### src/rtl/rowbal_pkg.sv
package rowbal_pkg;

    typedef enum logic [1:0] {
        RC_BYP = 2'b00,
        RC_DIR = 2'b01,
        RC_REV = 2'b10,
        RC_FW  = 2'b11
    } row_code_e;

endpackage

### src/rtl/level_quantizer.sv
module level_quantizer #(
    parameter int REF_W    = 8,
    parameter int REF_FRAC = 4,
    parameter int N_ROWS   = 4,
    parameter int LVL_W    = 3
) (
    input  logic [REF_W-1:0] vref,
    output logic [LVL_W-1:0] mag,
    output logic             neg
);
    localparam logic [REF_W:0] HALF = (REF_W+1)'(1) << (REF_FRAC - 1);
    localparam logic [REF_W:0] NSAT = (REF_W+1)'(N_ROWS);

    logic [REF_W:0] abs_v;
    logic [REF_W:0] rnd;

    always_comb begin
        if (vref[REF_W-1]) begin
            abs_v = (REF_W+1)'(0) - {vref[REF_W-1], vref};
        end else begin
            abs_v = {1'b0, vref};
        end
        rnd = (abs_v + HALF) >> REF_FRAC;
        if (rnd > NSAT) begin
            mag = LVL_W'(N_ROWS);
        end else begin
            mag = rnd[LVL_W-1:0];
        end
        neg = vref[REF_W-1] && (mag != '0);
    end

endmodule

### src/rtl/fault_guard.sv
module fault_guard #(
    parameter int N_ROWS  = 4,
    parameter int VCAP_W  = 10,
    parameter int N_FLT   = 2,
    parameter int VCAP_HI = 1000,
    parameter int VCAP_LO = 16
) (
    input  logic                     clk,
    input  logic                     rst_n,
    input  logic                     tick,
    input  logic [N_FLT-1:0]         err,
    input  logic [N_ROWS*VCAP_W-1:0] vcap,
    input  logic                     clr,
    output logic                     fault_q,
    output logic                     fault_now
);
    localparam logic [VCAP_W-1:0] HI_V = VCAP_W'(VCAP_HI);
    localparam logic [VCAP_W-1:0] LO_V = VCAP_W'(VCAP_LO);

    logic oob;
    logic fault_d;

    always_comb begin
        oob = 1'b0;
        for (int j = 0; j < N_ROWS; j++) begin
            if (vcap[j*VCAP_W +: VCAP_W] > HI_V || vcap[j*VCAP_W +: VCAP_W] < LO_V) begin
                oob = 1'b1;
            end
        end
        fault_now = tick && ((|err) || oob);
        if (fault_now) begin
            fault_d = 1'b1;
        end else if (clr) begin
            fault_d = 1'b0;
        end else begin
            fault_d = fault_q;
        end
    end

    always_ff @(posedge clk or negedge rst_n) begin
        if (!rst_n) fault_q <= 1'b0;
        else        fault_q <= fault_d;
    end

    // an error flag on a tick trips the latch
    a_r7_flag_trips: assert property (@(posedge clk) disable iff (!rst_n)
        (tick && (|err)) |=> fault_q);
    // latch holds without clear
    a_r8_fault_holds: assert property (@(posedge clk) disable iff (!rst_n)
        (fault_q && !clr) |=> fault_q);
    // clear releases when no new fault
    a_r8_clear_releases: assert property (@(posedge clk) disable iff (!rst_n)
        (fault_q && clr && !fault_now) |=> !fault_q);

endmodule

### src/rtl/row_ranker.sv
module row_ranker #(
    parameter int N_ROWS = 4,
    parameter int VCAP_W = 10,
    parameter int LVL_W  = 3
) (
    input  logic                     clk,
    input  logic                     rst_n,
    input  logic                     start,
    input  logic                     kill,
    input  logic [N_ROWS*VCAP_W-1:0] vcap,
    input  logic                     desc,
    input  logic [LVL_W-1:0]         lvl,
    output logic                     done,
    output logic [N_ROWS-1:0]        mask
);
    typedef struct packed {
        logic              done;
        logic [LVL_W-1:0]  lvl;
        logic [N_ROWS-1:0] mask;
    } rk_t;

    rk_t r_d, r_q;
    logic [LVL_W-1:0] pos [N_ROWS];

    // position of each row = number of rows ranked ahead of it
    always_comb begin
        for (int j = 0; j < N_ROWS; j++) begin
            pos[j] = '0;
            for (int k = 0; k < N_ROWS; k++) begin
                if (k != j) begin
                    if ((desc  && vcap[k*VCAP_W +: VCAP_W] > vcap[j*VCAP_W +: VCAP_W]) ||
                        (!desc && vcap[k*VCAP_W +: VCAP_W] < vcap[j*VCAP_W +: VCAP_W]) ||
                        (vcap[k*VCAP_W +: VCAP_W] == vcap[j*VCAP_W +: VCAP_W] && k < j)) begin
                        pos[j] = pos[j] + LVL_W'(1);
                    end
                end
            end
        end
    end

    always_comb begin
        r_d      = r_q;
        r_d.done = start && !kill;
        if (start) begin
            r_d.lvl = lvl;
            for (int j = 0; j < N_ROWS; j++) begin
                r_d.mask[j] = (pos[j] < lvl);
            end
        end
    end

    always_ff @(posedge clk or negedge rst_n) begin
        if (!rst_n) r_q <= '0;
        else        r_q <= r_d;
    end

    assign done = r_q.done;
    assign mask = r_q.mask;

    // the positions form a permutation, so the insert count matches the level
    a_r5_insert_count: assert property (@(posedge clk) disable iff (!rst_n)
        r_q.done |-> ($countones(r_q.mask) == int'(r_q.lvl)));

endmodule

### src/rtl/rowbal_top.sv
module rowbal_top
    import rowbal_pkg::*;
#(
    parameter int N_ROWS   = 4,
    parameter int VCAP_W   = 10,
    parameter int REF_W    = 8,
    parameter int REF_FRAC = 4,
    parameter int N_FLT    = 2,
    parameter int K_TICKS  = 10,
    parameter int VCAP_HI  = 1000,
    parameter int VCAP_LO  = 16
) (
    input  logic                     clk,
    input  logic                     rst_n,
    input  logic                     tick,
    input  logic [REF_W-1:0]         vref,
    input  logic                     i_neg,
    input  logic                     idle_fw,
    input  logic [N_ROWS*VCAP_W-1:0] vcap,
    input  logic [N_FLT-1:0]         err_flags,
    input  logic                     fault_clr,
    output logic [2*N_ROWS-1:0]      row_cmd,
    output logic                     gate_off,
    output logic                     upd_done
);
    localparam int LVL_W = $clog2(N_ROWS + 1);
    localparam int CNT_W = (K_TICKS > 1) ? $clog2(K_TICKS) : 1;
    localparam logic [CNT_W-1:0] CNT_LAST = CNT_W'(K_TICKS - 1);

    typedef struct packed {
        logic [CNT_W-1:0]         cnt;
        logic                     snap_vld;
        logic [N_ROWS*VCAP_W-1:0] vcap;
        logic [LVL_W-1:0]         mag;
        logic                     neg;
        logic                     desc;
        logic                     fw;
        logic                     neg2;
        logic                     fw2;
        logic [2*N_ROWS-1:0]      cmd;
    } st_t;

    st_t s_d, s_q;

    logic [LVL_W-1:0]  lvl_mag;
    logic              lvl_neg;
    logic              fault_q;
    logic              fault_now;
    logic              halt;
    logic              upd;
    logic              rank_done;
    logic [N_ROWS-1:0] rank_mask;

    level_quantizer #(
        .REF_W(REF_W), .REF_FRAC(REF_FRAC), .N_ROWS(N_ROWS), .LVL_W(LVL_W)
    ) u_quant (
        .vref(vref), .mag(lvl_mag), .neg(lvl_neg)
    );

    fault_guard #(
        .N_ROWS(N_ROWS), .VCAP_W(VCAP_W), .N_FLT(N_FLT),
        .VCAP_HI(VCAP_HI), .VCAP_LO(VCAP_LO)
    ) u_guard (
        .clk(clk), .rst_n(rst_n), .tick(tick), .err(err_flags), .vcap(vcap),
        .clr(fault_clr), .fault_q(fault_q), .fault_now(fault_now)
    );

    assign halt = fault_q || fault_now;

    row_ranker #(
        .N_ROWS(N_ROWS), .VCAP_W(VCAP_W), .LVL_W(LVL_W)
    ) u_rank (
        .clk(clk), .rst_n(rst_n), .start(s_q.snap_vld), .kill(halt),
        .vcap(s_q.vcap), .desc(s_q.desc), .lvl(s_q.mag),
        .done(rank_done), .mask(rank_mask)
    );

    always_comb begin
        s_d          = s_q;
        s_d.snap_vld = 1'b0;
        upd          = tick && (s_q.cnt == CNT_LAST) && !halt;

        // tick counter
        if (halt) begin
            s_d.cnt = '0;
        end else if (tick) begin
            s_d.cnt = (s_q.cnt == CNT_LAST) ? '0 : s_q.cnt + CNT_W'(1);
        end

        // snapshot on the refresh tick
        if (upd) begin
            s_d.snap_vld = 1'b1;
            s_d.vcap     = vcap;
            s_d.mag      = lvl_mag;
            s_d.neg      = lvl_neg;
            s_d.desc     = (lvl_mag != '0) && (lvl_neg == i_neg);
            s_d.fw       = idle_fw;
        end

        // carry polarity alongside the rank stage
        if (s_q.snap_vld) begin
            s_d.neg2 = s_q.neg;
            s_d.fw2  = s_q.fw;
        end

        // command register
        if (halt) begin
            s_d.cmd = '0;
        end else if (rank_done) begin
            for (int j = 0; j < N_ROWS; j++) begin
                if (rank_mask[j]) begin
                    s_d.cmd[2*j +: 2] = s_q.neg2 ? RC_REV : RC_DIR;
                end else begin
                    s_d.cmd[2*j +: 2] = s_q.fw2 ? RC_FW : RC_BYP;
                end
            end
        end
    end

    always_ff @(posedge clk or negedge rst_n) begin
        if (!rst_n) s_q <= '0;
        else        s_q <= s_d;
    end

    assign row_cmd  = s_q.cmd;
    assign gate_off = fault_q;
    assign upd_done = rank_done;

    // level never exceeds the row count
    a_r2_level_saturates: assert property (@(posedge clk) disable iff (!rst_n)
        int'(lvl_mag) <= N_ROWS);
    // latched fault means every row is off
    a_r7_off_when_fault: assert property (@(posedge clk) disable iff (!rst_n)
        gate_off |-> (row_cmd == '0));
    // commands only move right after a done pulse
    a_r10_cmd_after_done: assert property (@(posedge clk) disable iff (!rst_n)
        (!gate_off && !$stable(row_cmd)) |-> $past(upd_done));
    // done is a single-cycle pulse
    a_r10_done_pulse: assert property (@(posedge clk) disable iff (!rst_n)
        upd_done |=> !upd_done);

endmodule

### config.mk
export PLATFORM = sky130hd
export DESIGN_NAME = rowbal_top
export DESIGN_NICKNAME = d
export VERILOG_FILES = /design/src/rtl/rowbal_pkg.sv /design/src/rtl/level_quantizer.sv /design/src/rtl/fault_guard.sv /design/src/rtl/row_ranker.sv /design/src/rtl/rowbal_top.sv
export SDC_FILE = /design/constraint.sdc
export NUM_CORES = 1
export LEC_CHECK = 0
export BUFFER_PORTS_ARGS = -buffer_cell sky130_fd_sc_hd__buf_4
export CORE_MARGIN = 5
export CORE_UTILIZATION = 59
export CTS_CLUSTER_SIZE = 20
export DETAILED_ROUTE_END_ITERATION = 8
export PLACE_DENSITY = 0.86
export SETUP_SLACK_MARGIN = 0.15
export SYNTH_ARGS = -nofsm -noshare
export SYNTH_HDL_FRONTEND = slang
export SYNTH_SLANG_ARGS = --single-unit
### constraint.sdc
create_clock -name clk -period 4.5 [get_ports clk]
set_input_delay 0.45 -clock clk [delete_from_list [all_inputs] [get_ports clk]]
set_output_delay 0.45 -clock clk [all_outputs]
set_load 0.01 [all_outputs]
==> implementation parameters, run 1 <==
Parameter                              Value

Status
  Run status    complete, no violations

Logic synthesis
  Async set-or-reset flop fraction in the synthesized netlist    1.00
  Post-synthesis cell count    583
  Ranking of synthesized cells by area    sky130_fd_sc_hd__dfrtp_1, sky130_fd_sc_hd__ha_1, sky130_fd_sc_hd__o21ai_0
  Post-synthesis simple-gate area fraction    0.175
  Synth top area share    0.331
  Mean instance size in the synthesized netlist    8.70 um2
  Number of nets in the synthesized netlist    718
  Syn Std Cell Area    5070 um2
  Share of the synthesized netlist area taken by xor and xnor gates    0.0225
  Number of flip-flops and latches in the synthesized netlist    67
  Dominant synthesized flop cell    sky130_fd_sc_hd__dfrtp_1
  Multiplexer share of the synthesized area    0.0168
  Number of synthesized flops with an enable pin    0
  Area share of fa/ha/maj cells after synthesis    0.195
  Compound-gate portion of the synthesized area    0.189
  Combinational family with the most area after synthesis    adder cells
  Part of the Yosys area used for sequential elements    0.331
  Number of distinct library cells after synthesis    53
  Synth warnings    0
  Biggest area consumer among synthesized cells    sky130_fd_sc_hd__dfrtp_1

GRT
  Vias in the first global route    4,473
  Global route overflow    0
  Pin count of the biggest net entering global routing    68
  All-layer global routing usage    0.260
  Wire length of the first global-routing pass    21,300 um
  Initial antenna violation count    0

Clocking
  Clock latency on the worst-skew pair    0.36 ns
  CTS tree    built
  Clock transition at the register clock pins on the worst setup and hold paths after CTS    0.08 ns
  Max H-tree Level    3
  Post-CTS setup-driven buffer insertion count    0
  Resized cells post-CTS    0
  Clock tree sinks    67
  Root Driver    sky130_fd_sc_hd__clkbuf_8
  Deepest clock path buffer count    2
  TritonCTS Buffers    9
  Number of hold buffers added after CTS    0

STA
  Period utilisation layout    0.772
  Largest clock skew in the final design    0.0139 ns
  Final Hold Violating Endpoints    0
  Setup TNS    0 ns
  Final Critical Period    3.47 ns
  Achievable Freq    288 MHz
  Setup repair after global routing missed its margin    false
  Count of pins over their slew limit    0
  Worst hold margin    0.189 ns
  Final setup viols    0
  Worst slew margin relative to its limit    0.439
  PnR worst setup slack    1.03 ns
  Slew at the pin closest to its max-slew limit    0.842 ns

Detailed routing
  Number of violations reported at the end of detailed-routing iteration 0    324
  First-pass iteration count of the detailed router    6
  Total DRC errors in the routed layout    0
  Final Routed Wirelength    13,000 um
  Detail-routed net length per standard cell    17.4 um
  Via count normalized by instance count    6.01
  Count of nets left with antenna violations after detail routing    0
  DR vias    4,486

Setup path
  Most repeated library cell on the critical path    sky130_fd_sc_hd__ha_1
  Sequence of cells on the critical path    inv_1 -> ha_1 -> nor2b_1 -> o21ai_0 -> nand2b_1 -> a21oi_1 -> o21ai_0 -> a21boi_0 -> mux2_2 -> ha_1 -> and3_1 -> ha_1 -> o21a_1 -> nor3_1 -> a221o_1
  Launching point of the worst reg2reg path    s_q[27]
  Peak fanout along the critical path    3
  Buffers plus inverters on the worst setup path    1
  Kind of cell adding the most delay to the critical path    compound AO/OA/AOI/OAI gates
  Worst reg2reg setup slack    1.03 ns
  Critical Path AT    3.72 ns
  Slowest-stage cell, CP    sky130_fd_sc_hd__dfrtp_1
  Critical path's largest stage delay    0.40 ns
  Number of cells on the worst reg-to-reg path    15
  CP Launch Type    flip-flop
  CP Class    flip-flop to flip-flop
  Nature of the critical path endpoint    flip-flop
  Data required time at the worst endpoint    4.74 ns
  Reg-to-reg endpoint    u_rank.mask[1]

Floorplanning
  Die width    103 um
  Row count    33
  # IOs    66
  Initial Utilization    0.611
  Full die area    10,500 um2
  CORE AREA    8300 um2
  Die height    103 um

Power and ir drop
  Leakage power    2.99 nW
  Worst vdd ir    0.000150 V
  Total chip power    1.29 mW
  Total power divided by cell area    223 nW/um2

Layout
  Area occupied by registers    1680 um2
  # fillers    668
  Final core utilization    0.700
  Number of nets in the final layout    772
  Post-Layout Cell Count    747
  Most common cell after layout, fill and taps aside    sky130_fd_sc_hd__ha_1
  Final non-filler cell area    5810 um2
  Ant diodes    0
  Area of the multi-input gates    3040 um2
  Area Growth Syn to Fin    14.6%
  Highest-count cells in the layout ignoring fill and taps    sky130_fd_sc_hd__ha_1, sky130_fd_sc_hd__nand2_1, sky130_fd_sc_hd__dfrtp_1
  Fraction of final layout cells sized beyond drive strength 1    0.143

Placement
  I/O Buffers    65
  Pre-CTS worst setup slack    1.07 ns
  Total half-perimeter wirelength after legalization and detailed placement    10,300 um
  Placer congestion estimate    0.899
  Post-placement cell count    731
  Post-detailed-placement cell area    5570 um2

Job
  Max Cap Violations    0

Min path
  Class of the tightest hold or removal check    input pin to asynchronous set/reset pin
==> worst max path at each step <==
stage | from | endpoint | slack [ns] | cells after the start
2_1_floorplan | s_q[27] | u_rank.mask[1] | 1.37 | 15
6_report | s_q[27] | u_rank.mask[1] | 1.03 | 15
4_1_cts | s_q[27] | u_rank.mask[1] | 1.03 | 15
3_5_place_dp | s_q[27] | u_rank.mask[1] | 1.07 | 15
5_1_grt | s_q[41] | u_rank.mask[2] | 0.76 | 15
3_3_place_gp | s_q[33] | u_rank.mask[1] | 1.16 | 13
==> metal layers <==
metal  global-route usage  vias up  share of wire
met5                    0        -              0
met4               0.0888        0          0.022
met3               0.0453       23          0.058
met2                0.433      167           0.48
met1                0.342     2120           0.44
li1                     -     2176              -
==> registers in the layout, summed over array words and instances, names as in the netlist <==
name,cells
s_q,53
row_cmd,8
u_rank.mask,4
u_guard.fault_q,1
u_rank.done,1
==> power breakdown <==
part           internal, mW  total (mW)  switching, mW
logic                0.0469      0.0960         0.0491
clock network         0.344       0.592          0.248
registers             0.603       0.605        0.00241
total                 0.994        1.29          0.299
==> final cells by class <==
type / count / area share
Tap cell: 105 / 0.0226
Sequential cell: 67 / 0.289
Clock inverter: 5 / 0.0144
Multi-Input combinational cell: 434 / 0.523
Timing Repair Buffer: 66 / 0.0874
Clock buffer: 11 / 0.0261
Inverter: 59 / 0.0381
==> synth_stat cells, drive strengths merged (2+ instances only) <==
cell type,n
a211oi,13
a21o,12
a21oi,39
a221o,4
and2,3
and3,10
buf,16
clkbuf,7
dfrtp,67
ha,79
inv,58
mux2,4
mux2i,4
nand2,67
nand2b,6
nand3,6
nand3b,4
nand4,11
nor2,25
nor2b,11
nor3,16
nor3b,2
nor4,2
nor4b,2
o2111ai,2
o211ai,4
o21a,5
o21ai,59
o22ai,2
o2bb2ai,2
o31a,3
o31ai,6
or3,3
or4,7
xnor2,10
xor2,3
==> worst register-to-register path: stages, from the launching register on <==
cell	delay, ns
sky130_fd_sc_hd__dfrtp_1	0.40
sky130_fd_sc_hd__inv_1	0.13
sky130_fd_sc_hd__ha_1	0.26
sky130_fd_sc_hd__nor2b_1	0.14
sky130_fd_sc_hd__o21ai_0	0.16
sky130_fd_sc_hd__nand2b_1	0.08
sky130_fd_sc_hd__a21oi_1	0.13
sky130_fd_sc_hd__o21ai_0	0.13
sky130_fd_sc_hd__a21boi_0	0.35
sky130_fd_sc_hd__mux2_2	0.38
sky130_fd_sc_hd__ha_1	0.30
sky130_fd_sc_hd__and3_1	0.18
sky130_fd_sc_hd__ha_1	0.29
sky130_fd_sc_hd__o21a_1	0.12
sky130_fd_sc_hd__nor3_1	0.05
sky130_fd_sc_hd__a221o_1	0.27
==> cells by family (layout without fill, tap and decap cells) <==
family                   count (synthesis)  count (layout)
adder cells (fa/ha/maj)                 79              79
AND/OR/NAND/NOR                        177             177
AO/OA/AOI/OAI                          157             157
buffers and inverters                   82             141
multiplexers                             8               8
XOR/XNOR                                13              13
flip-flops                              67              67
No activity file was read; power rests on OpenSTA's default activity.
==> run 2: changes to the inputs <==
Clock period 4.5 ns to 3.2 ns, I/O delays scaled along.
==> implementation parameters, run 2 (synthesis results as in run 1) <==
Parameter                              Value

Status
  Run status    finished, violations left
  Violations in the final reports    negative setup slack

GRT
  Global route overflow    0 (unchanged)
  Initial antenna violation count    0 (unchanged)
  All-layer global routing usage    0.271 (+0.0107)
  Vias in the first global route    4,625 (+3.4%)
  Wire length of the first global-routing pass    22,000 um (+3.1%)
  Pin count of the biggest net entering global routing    72 (+5.9%)

Clocking
  Clock transition at the register clock pins on the worst setup and hold paths after CTS    0.08 ns (about the same)
  Clock tree sinks    67 (unchanged)
  Clock latency on the worst-skew pair    0.36 ns (about the same)
  Max H-tree Level    3 (unchanged)
  Deepest clock path buffer count    2 (unchanged)
  Root Driver    sky130_fd_sc_hd__clkbuf_8
  TritonCTS Buffers    9 (unchanged)
  CTS tree    built

Layout
  Biggest register    s_q
  Number of flip-flops in the largest register    53 (unchanged)
  Area Growth Syn to Fin    23.9%
  Number of nets in the final layout    802 (+3.9%)
  Highest-count cells in the layout ignoring fill and taps    sky130_fd_sc_hd__buf_4, sky130_fd_sc_hd__ha_1, sky130_fd_sc_hd__nand2_1
  Most common cell after layout, fill and taps aside    sky130_fd_sc_hd__buf_4
  Final core utilization    0.757 (+0.0571)
  Ant diodes    0 (unchanged)
  # fillers    560 (-16%)
  Fraction of final layout cells sized beyond drive strength 1    0.249 (+0.105)

STA
  Achievable Freq    311 MHz (+7.9%)
  Final Hold Violating Endpoints    0 (unchanged)
  PnR worst setup slack    -0.0166 ns (-1.04 ns)
  Setup TNS    -0.0166 ns (-0.0166 ns)
  Slew at the pin closest to its max-slew limit    0.853 ns (+0.0107 ns)
  Largest clock skew in the final design    0.0104 ns (-0.00354 ns)
  Final setup viols    1 (+1)
  Period utilisation layout    1.01 (+0.234)
  Setup repair after global routing missed its margin    true
  Final Critical Period    3.22 ns (-0.256 ns)
  Worst slew margin relative to its limit    0.432 (-0.00712)
  Count of pins over their slew limit    0 (unchanged)

Setup path
  Data required time at the worst endpoint    3.50 ns (-1.24 ns)
  Worst reg2reg setup slack    -0.02 ns (-1.04 ns)
  Launching point of the worst reg2reg path    s_q[41]
  Start point of the critical path    s_q[41]
  Critical Path AT    3.52 ns (-0.20 ns)
  Peak fanout along the critical path    3 (unchanged)
  CP Launch Type    flip-flop
  Slowest-stage cell, CP    sky130_fd_sc_hd__or4_4
  Critical path's largest stage delay    0.55 ns (+0.15 ns)
  Most repeated library cell on the critical path    sky130_fd_sc_hd__ha_1
  Nature of the critical path endpoint    flip-flop
  Sequence of cells on the critical path    inv_2 -> buf_4 -> ha_1 -> nand4_1 -> a21oi_1 -> o21ba_2 -> or4_4 -> a21oi_4 -> mux2i_1 -> ha_1 -> o21a_1 -> nor3_1 -> a221o_1
  CP Class    flip-flop to flip-flop

Detailed routing
  Count of nets left with antenna violations after detail routing    0 (unchanged)
  Final Routed Wirelength    14,200 um (+8.8%)
  DR vias    4,735 (+5.6%)
  Detail-routed net length per standard cell    18.2 um (+4.6%)
  First-pass iteration count of the detailed router    5 (-1)
  Total DRC errors in the routed layout    0 (unchanged)
  Number of violations reported at the end of detailed-routing iteration 0    278 (-14%)
  Via count normalized by instance count    6.09 (+1.5%)

Power and ir drop
  P_sw    0.431 mW (+44%)
  Leakage power    3.20 nW (+6.8%)
  Cell internal pwr    1.32 mW (+33%)
  Clock network power share    0.436 (-0.022)
  Total chip power    1.75 mW (+35%)
  Relative contribution of combinational cells to total power    0.077 (+0.003)
  Worst vdd ir    0.000259 V (+72%)
  Sequential Power Share    0.487 (+0.019)
  Fraction of power spent switching nets    0.247 (+0.0151)
  Total power divided by cell area    278 nW/um2 (+25%)

Floorplanning
  Full die area    10,500 um2 (unchanged)
  # IOs    66 (unchanged)
  CORE AREA    8300 um2 (unchanged)
  Row count    33 (unchanged)
  Initial Utilization    0.611 (unchanged)
  Die height    103 um (unchanged)
  Die width    103 um (unchanged)

Placement
  I/O Buffers    65 (unchanged)
  Placer congestion estimate    0.905 (+0.67%)
  Total half-perimeter wirelength after legalization and detailed placement    10,100 um (-1.6%)
  Pre-CTS worst setup slack    -0.108 ns (-1.18 ns)

Min path
  Class of the tightest hold or removal check    input pin to asynchronous set/reset pin

Job
  Max Cap Violations    0 (unchanged)
-- run 2: cell types whose count changed in the layout (fill, tap and decap cells not counted), sizes merged --
cell    before  now
bufinv       2    1
buf         66   96
clkinv       1    2
-- run 2: area by class of cell --
cell class / count / area [um2] / share of cell area
clock buffer: 11 / 151 / 0.0241
tap: 105 / 131 / 0.0209
clock inverter: 5 / 58.8 / 0.00936
timing repair buffer: 96 / 753 / 0.120
multi-input combinational: 434 / 3290 / 0.523
inverter: 59 / 221 / 0.0352
sequential: 67 / 1680 / 0.267
-- run 2: through the flow --
stage          cells  cell area [um2]  hold slack, ns
6_report         777             6280          0.0550
5_1_grt          777             6280           0.123
4_1_cts          769             6100          0.0888
3_5_place_dp     741             5650           0.482
3_3_place_gp     741             5650           0.470
2_1_floorplan    583             5080          0.0244
-- run 2: critical path: cells and delay by family (launching register included) --
| kind | cells | cell delay [ns] |
|---|---|---|
| AOI/OAI and AO/OA | 5 | 0.82 |
| adders and majority gates | 2 | 0.61 |
| buffers and inverters | 2 | 0.21 |
| DFF | 1 | 0.36 |
| muxes | 1 | 0.30 |
| and+or+nand+nor | 3 | 0.86 |
-- run 2: worst paths after layout --
| kind | end | cells past startpoint |
|---|---|---|
| max | u_rank.mask[3] | 13 |
| min | s_q[59] | 1 |
| max reg2reg | u_rank.mask[3] | 13 |
| min reg2reg | s_q[9] | 2 |
| max in group asynchronous | s_q[17] | 1 |
| min in group clk | u_guard.fault_q | 2 |
-- run 2: repair_timing --
action,4_1_cts,5_1_grt
pin swaps,32,26
setup buffers,12,8
endpoints found under the setup margin,4,4
hold buffers,0,0
cloned,0,0
resized for setup,33,26
-- run 2: power by group through the flow --
stage               registers (mW)  logic, mW  clock network (mW)
finish                       0.851      0.135               0.762
global route                 0.851      0.148               0.813
CTS                          0.851      0.134               0.774
detailed placement           0.868      0.134                   0
global placement             0.867      0.131                   0
floorplan                    0.868     0.0393                   0
-- run 2: per-layer routing --
layer,vias to the layer above,part of all wire,track usage
li1,2237,-,-
met1,2258,0.41,0.347
met2,197,0.49,0.450
met3,43,0.070,0.0474
met4,0,0.031,0.114
met5,-,0,0
==> run 3: changes to the inputs <==
Settings changed: CORE_MARGIN 5 to not set.
==> implementation parameters, run 3 (synthesis results as in run 1) <==
Parameter                              Value

Status
  Run status    complete, no violations

Detailed routing
  First-pass iteration count of the detailed router    5 (unchanged)
  Via count normalized by instance count    5.93 (-2.8%)
  Final Routed Wirelength    13,300 um (-5.9%)
  Count of nets left with antenna violations after detail routing    0 (unchanged)
  Total DRC errors in the routed layout    0 (unchanged)
  Detail-routed net length per standard cell    17.2 um (-5.9%)
  Number of violations reported at the end of detailed-routing iteration 0    204 (-27%)
  DR vias    4,604 (-2.8%)

Layout
  # fillers    591 (+5.5%)
  Number of flip-flops in the largest register    53 (unchanged)
  Ant diodes    0 (unchanged)
  Highest-count cells in the layout ignoring fill and taps    sky130_fd_sc_hd__buf_4, sky130_fd_sc_hd__ha_1, sky130_fd_sc_hd__nand2_1
  Most common cell after layout, fill and taps aside    sky130_fd_sc_hd__buf_4
  Area Growth Syn to Fin    21.9%
  Final non-filler cell area    6180 um2 (-1.6%)
  Fraction of final layout cells sized beyond drive strength 1    0.225 (-0.0238)
  Biggest register    s_q
  Number of nets in the final layout    803 (+0.12%)

STA
  Final Hold Violating Endpoints    0 (unchanged)
  Final Critical Period    3.17 ns (-0.0463 ns)
  Period utilisation layout    0.991 (-0.0145)
  Worst slew margin relative to its limit    0.440 (+0.00858)
  Largest clock skew in the final design    0.0103 ns (-0.0000707 ns)
  Setup repair after global routing missed its margin    true
  Final setup viols    0 (-1)
  Achievable Freq    315 MHz (+1.5%)
  Worst hold margin    0.0530 ns (-0.00199 ns)
  Slew at the pin closest to its max-slew limit    0.840 ns (-0.0129 ns)
  Count of pins over their slew limit    0 (unchanged)

Min path
  Class of the tightest hold or removal check    input pin to asynchronous set/reset pin

Power and ir drop
  Worst vdd ir    0.000212 V (-18%)
  Total power divided by cell area    284 nW/um2 (+2.2%)
  Leakage power    3.14 nW (-1.6%)

Setup path
  Sequence of cells on the critical path    inv_1 -> ha_1 -> nand4_1 -> nor2_1 -> a21oi_1 -> o211ai_1 -> mux2_2 -> ha_1 -> nand2_1 -> nor2_1 -> ha_1 -> o21a_1 -> nor3_1 -> a221o_1
  Slowest-stage cell, CP    sky130_fd_sc_hd__dfrtp_1
  CP Launch Type    flip-flop
  Nature of the critical path endpoint    flip-flop
  Critical Path AT    3.41 ns (-0.11 ns)
  Critical path's largest stage delay    0.44 ns (-0.11 ns)
  Most repeated library cell on the critical path    sky130_fd_sc_hd__ha_1
  Peak fanout along the critical path    3 (unchanged)
  Data required time at the worst endpoint    3.44 ns (-0.06 ns)
  CP Class    flip-flop to flip-flop

Floorplanning
  Row count    33 (unchanged)
  Initial Utilization    0.614 (+0.00306)
  # IOs    66 (unchanged)
  Die height    94.7 um (-7.8%)
  Full die area    8970 um2 (-15%)
  Die width    94.7 um (-7.8%)
  CORE AREA    8260 um2 (-0.50%)

Placement
  I/O Buffers    65 (unchanged)
  Placer congestion estimate    0.938 (+3.7%)
  Total half-perimeter wirelength after legalization and detailed placement    9880 um (-2.3%)
  Post-detailed-placement cell area    5680 um2 (+0.40%)

Clocking
  CTS tree    built
  Number of hold buffers added after CTS    0 (unchanged)
  Deepest clock path buffer count    2 (unchanged)
  Root Driver    sky130_fd_sc_hd__clkbuf_8
  Max H-tree Level    3 (unchanged)
  Clock transition at the register clock pins on the worst setup and hold paths after CTS    0.08 ns (about the same)
  Clock latency on the worst-skew pair    0.36 ns (about the same)
  Clock tree sinks    67 (unchanged)
  TritonCTS Buffers    9 (unchanged)

GRT
  Initial antenna violation count    0 (unchanged)
  All-layer global routing usage    0.314 (+0.0434)
  Vias in the first global route    4,563 (-1.3%)
  Pin count of the biggest net entering global routing    68 (-5.6%)
  Global route overflow    0 (unchanged)
  Wire length of the first global-routing pass    21,400 um (-2.6%)

Job
  Max Cap Violations    0 (unchanged)
[run 3: area by class of cell]
| type | instances | area (um2) | area share |
|---|---|---|---|
| tap | 105 | 131 | 0.0213 |
| multi-input combinational | 434 | 3200 | 0.517 |
| clock buffer | 10 | 128 | 0.0206 |
| clock inverter | 5 | 78.8 | 0.0128 |
| inverter | 59 | 224 | 0.0362 |
| timing repair buffer | 97 | 744 | 0.120 |
| sequential | 67 | 1680 | 0.272 |
[run 3: critical path: cells and delay by family, from the launching register on]
kind                       cells  cell delay (ns)
and+or+nand+nor                5             0.54
muxes                          1             0.41
DFF                            1             0.44
AOI/OAI and AO/OA              4             0.63
buffers and inverters          1             0.09
adders and majority gates      3             0.94
[run 3: where the power goes]
group,internal (mW),switching (mW)
registers,0.848,0.00320
clock network,0.433,0.338
logic,0.0660,0.0684
total,1.35,0.410
[run 3: worst paths after layout]
check                           depth (start not counted)  slack, ns      start              end
min in group clk                                        2       0.14  fault_clr  u_guard.fault_q
worst max-delay path                                   14       0.03    s_q[25]   u_rank.mask[0]
worst max register to register                         14       0.03    s_q[25]   u_rank.mask[0]
max in group asynchronous                               1       2.55      rst_n          s_q[17]
worst min-delay path                                    1       0.05      rst_n          s_q[59]
worst min register to register                          1       0.54    s_q[10]           s_q[8]
[run 3: metrics by stage]
stage | util | std cells | setup WS [ns] | total power, mW | TNS, ns
floorplan | - | 583 | 0.148 | 0.907 | 0
global placement | 0.687 | 744 | 0.00555 | 0.997 | 0
detailed placement | 0.687 | 744 | -0.0568 | 1.00 | -0.0891
CTS | 0.734 | 770 | 0.0756 | 1.76 | 0
global route | 0.748 | 777 | -0.0948 | 1.81 | -0.291
finish | 0.748 | 777 | 0.0297 | 1.76 | 0
[run 3: what timing repair did]
item / in CTS / in global routing
buffers inserted: 11 / 8
endpoints found under the setup margin: 4 / 4
endpoints found under the hold margin: 0 / 0
gates resized for setup: 27 / 15
pin swaps: 18 / 25
[run 3: per-layer routing]
metal	global-route usage	vias up	share of wire
met1	0.390	2166	0.43
met3	0.0636	47	0.051
met2	0.537	153	0.48
li1	-	2238	-
met5	0	-	0
met4	0.115	0	0.034
